===== src/rtl/smbt_pkg.sv =====
package smbt_pkg;

    localparam int PAGE_BYTES = 8;
    localparam int PAGE_W     = $clog2(PAGE_BYTES);

    typedef enum logic [3:0] {
        ST_IDLE,
        ST_DEV,
        ST_DEV_ACK,
        ST_WADDR,
        ST_WADDR_ACK,
        ST_WDATA,
        ST_WDATA_ACK,
        ST_RDATA,
        ST_RACK
    } bus_state_e;

endpackage


===== src/rtl/smbt_bus_sync.sv =====
module smbt_bus_sync #(
    parameter int STAGES = 2
) (
    input  logic clk,
    input  logic rst_n,
    input  logic scl_i,
    input  logic sda_i,
    output logic scl_s,
    output logic sda_s,
    output logic scl_rise,
    output logic scl_fall,
    output logic start_ev,
    output logic stop_ev
);
    logic [STAGES-1:0] scl_sync_q, sda_sync_q;
    logic              scl_prev_q, sda_prev_q;

    always_ff @(posedge clk or negedge rst_n) begin
        if (!rst_n) begin
            scl_sync_q <= '1;
            sda_sync_q <= '1;
            scl_prev_q <= 1'b1;
            sda_prev_q <= 1'b1;
        end else begin
            scl_sync_q <= {scl_sync_q[STAGES-2:0], scl_i};
            sda_sync_q <= {sda_sync_q[STAGES-2:0], sda_i};
            scl_prev_q <= scl_sync_q[STAGES-1];
            sda_prev_q <= sda_sync_q[STAGES-1];
        end
    end

    assign scl_s    = scl_sync_q[STAGES-1];
    assign sda_s    = sda_sync_q[STAGES-1];
    assign scl_rise = scl_s & ~scl_prev_q;
    assign scl_fall = ~scl_s & scl_prev_q;
    assign start_ev = scl_s & scl_prev_q & sda_prev_q & ~sda_s;
    assign stop_ev  = scl_s & scl_prev_q & ~sda_prev_q & sda_s;
endmodule


===== src/rtl/smbt_ptr_step.sv =====
module smbt_ptr_step #(
    parameter int ADDR_W = 5,
    parameter int PAGE_W = 3
) (
    input  logic [ADDR_W-1:0] ptr,
    output logic [ADDR_W-1:0] rd_next,
    output logic [ADDR_W-1:0] wr_next
);
    // Reads wrap over the whole array: natural modulo of the width.
    assign rd_next = ptr + ADDR_W'(1);

    generate
        if (PAGE_W < ADDR_W) begin : g_paged
            logic [PAGE_W-1:0] off_inc;
            assign off_inc = ptr[PAGE_W-1:0] + PAGE_W'(1);
            assign wr_next = {ptr[ADDR_W-1:PAGE_W], off_inc};
        end else begin : g_single
            assign wr_next = ptr + ADDR_W'(1);
        end
    endgenerate
endmodule


===== src/rtl/smbt_regfile.sv =====
module smbt_regfile #(
    parameter int MEM_BYTES = 32,
    parameter int ADDR_W    = 5
) (
    input  logic              clk,
    input  logic              rst_n,
    input  logic              we,
    input  logic [ADDR_W-1:0] addr,
    input  logic [7:0]        wdata,
    output logic [7:0]        rdata
);
    logic [7:0] mem_q [MEM_BYTES];

    generate
        for (genvar i = 0; i < MEM_BYTES; i++) begin : g_byte
            always_ff @(posedge clk or negedge rst_n) begin
                if (!rst_n)
                    mem_q[i] <= 8'h00;
                else if (we && (addr == ADDR_W'(i)))
                    mem_q[i] <= wdata;
            end
        end
    endgenerate

    assign rdata = mem_q[addr];
endmodule


===== src/rtl/smbt_eeprom_target.sv =====
module smbt_eeprom_target #(
    parameter logic [6:0] DEV_ADDR  = 7'h50,
    parameter int         MEM_BYTES = 32,
    parameter int         SYNC_STG  = 2
) (
    input  logic clk,
    input  logic rst_n,
    input  logic scl_i,
    input  logic sda_i,
    output logic sda_oe_o,
    input  logic wp_i
);
    import smbt_pkg::*;

    localparam int ADDR_W = $clog2(MEM_BYTES);

    typedef struct packed {
        bus_state_e        state;
        logic [7:0]        shreg;
        logic [3:0]        cnt;
        logic              oe;
        logic              rw;
        logic              more;
        logic [ADDR_W-1:0] ptr;
    } regs_t;

    regs_t regs_d, regs_q;

    logic scl_s, sda_s, scl_rise, scl_fall, start_ev, stop_ev;
    logic [ADDR_W-1:0] rd_next, wr_next;
    logic [7:0] rdata;
    logic mem_we, rd_load;
    logic [ADDR_W-1:0] ptr_q;

    smbt_bus_sync #(.STAGES(SYNC_STG)) u_sync (
        .clk(clk), .rst_n(rst_n), .scl_i(scl_i), .sda_i(sda_i),
        .scl_s(scl_s), .sda_s(sda_s), .scl_rise(scl_rise), .scl_fall(scl_fall),
        .start_ev(start_ev), .stop_ev(stop_ev)
    );

    smbt_ptr_step #(.ADDR_W(ADDR_W), .PAGE_W(PAGE_W)) u_step (
        .ptr(regs_q.ptr), .rd_next(rd_next), .wr_next(wr_next)
    );

    smbt_regfile #(.MEM_BYTES(MEM_BYTES), .ADDR_W(ADDR_W)) u_mem (
        .clk(clk), .rst_n(rst_n), .we(mem_we), .addr(regs_q.ptr),
        .wdata(regs_q.shreg), .rdata(rdata)
    );

    always_comb begin
        regs_d  = regs_q;
        mem_we  = 1'b0;
        rd_load = 1'b0;
        if (start_ev) begin
            regs_d.state = ST_DEV;
            regs_d.cnt   = '0;
            regs_d.oe    = 1'b0;
        end else if (stop_ev) begin
            regs_d.state = ST_IDLE;
            regs_d.cnt   = '0;
            regs_d.oe    = 1'b0;
        end else begin
            unique case (regs_q.state)
                ST_DEV, ST_WADDR, ST_WDATA: begin
                    if (scl_rise && regs_q.cnt < 4'd8) begin
                        regs_d.shreg = {regs_q.shreg[6:0], sda_s};
                        regs_d.cnt   = regs_q.cnt + 4'd1;
                    end
                    if (scl_fall && regs_q.cnt == 4'd8) begin
                        regs_d.cnt = '0;
                        if (regs_q.state == ST_DEV) begin
                            if (regs_q.shreg[7:1] == DEV_ADDR) begin
                                regs_d.oe    = 1'b1;
                                regs_d.rw    = regs_q.shreg[0];
                                regs_d.state = ST_DEV_ACK;
                            end else begin
                                regs_d.state = ST_IDLE;
                            end
                        end else if (regs_q.state == ST_WADDR) begin
                            regs_d.ptr   = regs_q.shreg[ADDR_W-1:0];
                            regs_d.oe    = 1'b1;
                            regs_d.state = ST_WADDR_ACK;
                        end else begin
                            mem_we       = ~wp_i;
                            regs_d.ptr   = wr_next;
                            regs_d.oe    = 1'b1;
                            regs_d.state = ST_WDATA_ACK;
                        end
                    end
                end
                ST_DEV_ACK: begin
                    if (scl_fall) begin
                        if (regs_q.rw) begin
                            rd_load = 1'b1;
                        end else begin
                            regs_d.oe    = 1'b0;
                            regs_d.state = ST_WADDR;
                        end
                    end
                end
                ST_WADDR_ACK, ST_WDATA_ACK: begin
                    if (scl_fall) begin
                        regs_d.oe    = 1'b0;
                        regs_d.state = ST_WDATA;
                    end
                end
                ST_RDATA: begin
                    if (scl_fall) begin
                        if (regs_q.cnt == 4'd7) begin
                            regs_d.oe    = 1'b0;
                            regs_d.state = ST_RACK;
                        end else begin
                            regs_d.shreg = {regs_q.shreg[6:0], 1'b0};
                            regs_d.oe    = ~regs_q.shreg[6];
                            regs_d.cnt   = regs_q.cnt + 4'd1;
                        end
                    end
                end
                ST_RACK: begin
                    if (scl_rise)
                        regs_d.more = ~sda_s;
                    if (scl_fall) begin
                        if (regs_q.more)
                            rd_load = 1'b1;
                        else
                            regs_d.state = ST_IDLE;
                    end
                end
                default: ;
            endcase
            if (rd_load) begin
                regs_d.shreg = rdata;
                regs_d.ptr   = rd_next;
                regs_d.oe    = ~rdata[7];
                regs_d.cnt   = '0;
                regs_d.state = ST_RDATA;
            end
        end
    end

    always_ff @(posedge clk or negedge rst_n) begin
        if (!rst_n) begin
            regs_q       <= '0;
            regs_q.state <= ST_IDLE;
        end else begin
            regs_q <= regs_d;
        end
    end

    assign sda_oe_o = regs_q.oe;
    assign ptr_q    = regs_q.ptr;
endmodule


===== config.mk =====
export PLATFORM = sky130hd
export DESIGN_NAME = smbt_eeprom_target
export DESIGN_NICKNAME = d
export VERILOG_FILES = /design/src/rtl/smbt_pkg.sv /design/src/rtl/smbt_bus_sync.sv /design/src/rtl/smbt_ptr_step.sv /design/src/rtl/smbt_regfile.sv /design/src/rtl/smbt_eeprom_target.sv
export SDC_FILE = /design/constraint.sdc
export NUM_CORES = 1
export LEC_CHECK = 0
export CORE_AREA = 2 2 201 163
export CTS_CLUSTER_DIAMETER = 200
export CTS_CLUSTER_SIZE = 8
export DETAILED_ROUTE_END_ITERATION = 10
export DIE_AREA = 0 0 203 165
export GPL_TIMING_DRIVEN = 0
export PLACE_DENSITY_LB_ADDON = 0.05
export SLEW_MARGIN = 20
export SYNTH_ARGS = -nofsm -noshare
export SYNTH_HDL_FRONTEND = slang
export SYNTH_HIERARCHICAL = 1
export SYNTH_SLANG_ARGS = --single-unit

===== constraint.sdc =====
create_clock -name clk -period 9.2 [get_ports clk]
set_input_delay 1.84 -clock clk [delete_from_list [all_inputs] [get_ports clk]]
set_output_delay 1.84 -clock clk [all_outputs]
set_load 0.01 [all_outputs]

==> reports/qor.log <==
[setup_path] CP Max Fanout 8
[pwr] worst-case vdd ir drop 0.179 mV
[run_status] status completed
[clocking] level count of the clock H-tree 2
[timing] worst slew slack as a fraction of its limit 32.6%
[grt] global-route total usage across every layer 24.7%
[yosys] synthesized-area fraction occupied by ao, oa, aoi and oai cells 4.82%
[placed_design] pre-CTS worst setup slack 4.50 ns
[yosys] most common cell in the synthesized netlist sky130_fd_sc_hd__mux2_2
[timing] final critical path time including I/O delays and setup 4.19 ns
[layout] Layout Cells excl Fill 1,504
[route] Vias 8,725
[yosys] area share of the largest cell type after synthesis 50.1%
[timing] final-report setup violation count 0
[floorplanning] area enclosed by the die boundary 33,500 µm²
[yosys] cell area after synthesis 14,000 µm²
[yosys] Post-Syn Nets 1,035
[layout] Ant. Diodes 0
[grt] final global-route overflow total 0
[layout] layout cell share with drive strength beyond 1 42.3%
[floorplanning] number of core rows 58
[setup_path] required arrival time at the worst endpoint 9.62 ns
[yosys] share of the yosys chip area belonging to registers 51.2%
[floorplanning] horizontal extent of the die 203 µm
[timing] final worst slack 5.01 ns
[setup_path] CP max stage cell sky130_fd_sc_hd__nor4_2
[clocking] Hold Buf Count CTS 0
[route] post-route ant nets 0
[clocking] post-CTS setup repair buffer count 0
[timing] fin. max-slew vios 0
[clocking] quantity of gates resized following cts 0
[timing] slew at the pin with the worst max-slew slack 1.01 ns
[yosys] dominant combinational cell family by area after synthesis multiplexers
[placed_design] final weighted congestion in routability-driven placement 0.891
[route] remaining design rule violation count 0
[setup_path] class of the most critical setup path in2reg
[pwr] overall power 3.61 mW
[pwr] Pwr Density 229 nW/µm²
[yosys] Post-synth EDFFs 0
[clocking] total clock buffers created by CTS 41
[route] detail-routed net length per standard cell 26.3 µm
[grt] maximum number of pins on one net before global-route repair 92
[clocking] clock tree from TritonCTS yes
[timing] Fmax 239 MHz
[flow_run] max-capacitance violation count 0
[floorplanning] I/O pins 6
[yosys] share of flip-flops with an asynchronous set or reset after synthesis 100%
[setup_path] type of element capturing the critical path register
[yosys] number of cells produced by synthesis 1,027
[route] number of design-rule violations left by the first detailed-router iteration 602
[yosys] Synth Area in XOR/XNOR 0.251%
[yosys] most instantiated flip-flop cell in the synthesis netlist sky130_fd_sc_hd__dfrtp_1
[floorplanning] initial cell density of the core 44.7%
[placed_design] count of input and output buffers 5
[yosys] leading area contributor after synthesis sky130_fd_sc_hd__dfrtp_1
[route] number of vias per cell after detailed routing 5.80
[yosys] Yosys Warn Count 6
[yosys] synthesized area divided by synthesized cell count 13.6 µm²
[yosys] cell types with the largest area share after synthesis sky130_fd_sc_hd__dfrtp_1, sky130_fd_sc_hd__mux2_2, sky130_fd_sc_hd__mux4_2
[route] Total Wirelength 39,500 µm
[setup_path] startpoint types input pin
[clocking] Clock Latency Late Sink 0.54 ns
[yosys] flop and latch count out of synthesis 286
[floorplanning] Chip Height 165 µm
[yosys] number of distinct library cells after synthesis 72
[route] length of the first detailed-routing pass in iterations 5
[timing] Final Hold Slack 0.354 ns
[yosys] fraction of synthesized area in multiplexers 33.0%
[timing] Final period util 45.6%
[setup_path] cell breakdown of the critical path clkdlybuf4s50_1, nor4_2, nand4b_1, nor2_2, mux2_2
[setup_path] max incr delay on CP 0.78 ns
[setup_path] Worst Path Arrival 4.61 ns
[clocking] cell chosen for the clock root sky130_fd_sc_hd__clkbuf_16
[timing] count of final hold-check violations 0
[min_path] path class of the lowest-slack min-delay path reg2reg
[grt] number of global-route vias before repair 9,081
[placed_design] total placed cells including tap cells 1,455
[layout] area growth from synthesis to layout 12.7%
[pwr] Lkg Pwr 7.28 nW
[grt] wire length of the first global-routing pass 60,300 µm
[clocking] # clock sinks 286
[layout] number of fillers in the final layout 2,724
[yosys] Post-Synth Simple-Gate Area 7.27%
[placed_design] post-detail-place hpwl 27,100 µm
[yosys] Post-Synth Adder-Cell Area 0.269%
[timing] RSZ-0062 raised after global routing no
[clocking] Clock Tree Buf Depth 3
[layout] number of nets at the end of the flow 1,086
[grt] antenna violations before repair 4
[yosys] top cells by instance count after synthesis sky130_fd_sc_hd__mux2_2, sky130_fd_sc_hd__dfrtp_1, sky130_fd_sc_hd__nand2_1
[floorplanning] area of the core 31,300 µm²
[timing] final setup skew 0.0214 ns
[clocking] CTS clk-pin slew, worst paths 0.05 ns
## through the flow
stage	cell area [µm²]	util, %	setup TNS, ns
after floorplan	14000	-	0
after global placement	14600	46.5	-1895.61
after detailed placement	14600	46.8	0
after CTS	15700	50.4	0
after global routing	15700	50.4	0
final	15700	50.4	0
## area by class of cell
class                   count  area, µm²  area share, %
multi-input cells         657       6380           40.5
plain buffers              76        408           2.59
repair buffers              8        138          0.874
inverters                   8       30.0          0.191
flip-flops and latches    286       7160           45.5
clock buffers              48       1080           6.88
well taps                 420        526           3.34
clock inverters             1       16.3          0.103
## metal layers
metal | vias up | GRT usage (%) | part of all wire (%)
li1 | 3866 | - | -
met1 | 4595 | 37.3 | 49
met2 | 191 | 36.9 | 43
met3 | 71 | 3.89 | 4.7
met4 | 2 | 6.83 | 2.4
met5 | - | 0 | 0.033
## cell families after synthesis
family          count (synthesis)
mux                           378
flops                         286
simple gates                  183
compound gates                 89
buf+inv                        84
xor+xnor                        4
fa+ha+maj                       3
## state kept, by name (all words and copies together), names as in the netlist
signal,count
regs_q,18
u_mem/mem_q,256
u_sync/scl_prev_q,1
ptr_q,5
u_sync/scl_sync_q,2
u_sync/sda_prev_q,1
sda_oe_o,1
u_sync/sda_sync_q,2
## cells in the final DEF, fill, tap and decap left out, drive strengths merged, types with 3 or more instances in the layout
master	synthesis	routed
o2111ai	3	3
a31oi	5	5
o221ai	5	5
and3b	3	3
and4b	4	4
nor3	11	11
nand4	5	5
or2	5	5
dfrtp	280	280
o211ai	7	7
nor2	52	52
mux2i	46	46
nand2	52	52
nand3	10	10
clkbuf	34	82
dfstp	6	6
o22a	8	8
buf	42	46
mux2	295	295
nor2b	13	13
a22oi	5	5
a221oi	5	5
clkdlybuf4s50	0	4
a2bb2oi	3	3
nand4b	4	4
o22ai	5	5
o21ai	12	12
ha	3	3
xnor2	3	3
a211oi	5	5
inv	7	7
a21oi	13	13
nand2b	12	12
mux4	37	37
## critical path: cells and delay by family
kind / cells / cell delay [ns]
AND/OR/NAND/NOR: 3 / 1.92
buffers and inverters: 1 / 0.44
multiplexers: 1 / 0.40
## where the power goes
| group | internal [mW] | switching, mW |
|---|---|---|
| Combinational | 0.267 | 0.609 |
| Clock | 0.815 | 0.529 |
| Sequential | 1.31 | 0.0798 |
## final timing paths
path | startpoint | endpoint | slack, ns | cells after the start
setup / recovery | wp_i | u_mem/mem_q[84] | 5.01 | 5
hold / removal | u_sync/scl_sync_q[0] | u_sync/scl_sync_q[1] | 0.35 | 0
setup reg to reg | u_sync/sda_sync_q[1] | u_mem/mem_q[84] | 5.21 | 7
hold reg to reg | u_sync/scl_sync_q[0] | u_sync/scl_sync_q[1] | 0.35 | 0
max in group asynchronous | rst_n | u_sync/scl_prev_q | 6.82 | 3
min in group asynchronous | rst_n | u_mem/mem_q[88] | 1.21 | 1
(Power assumes the default switching activity.)
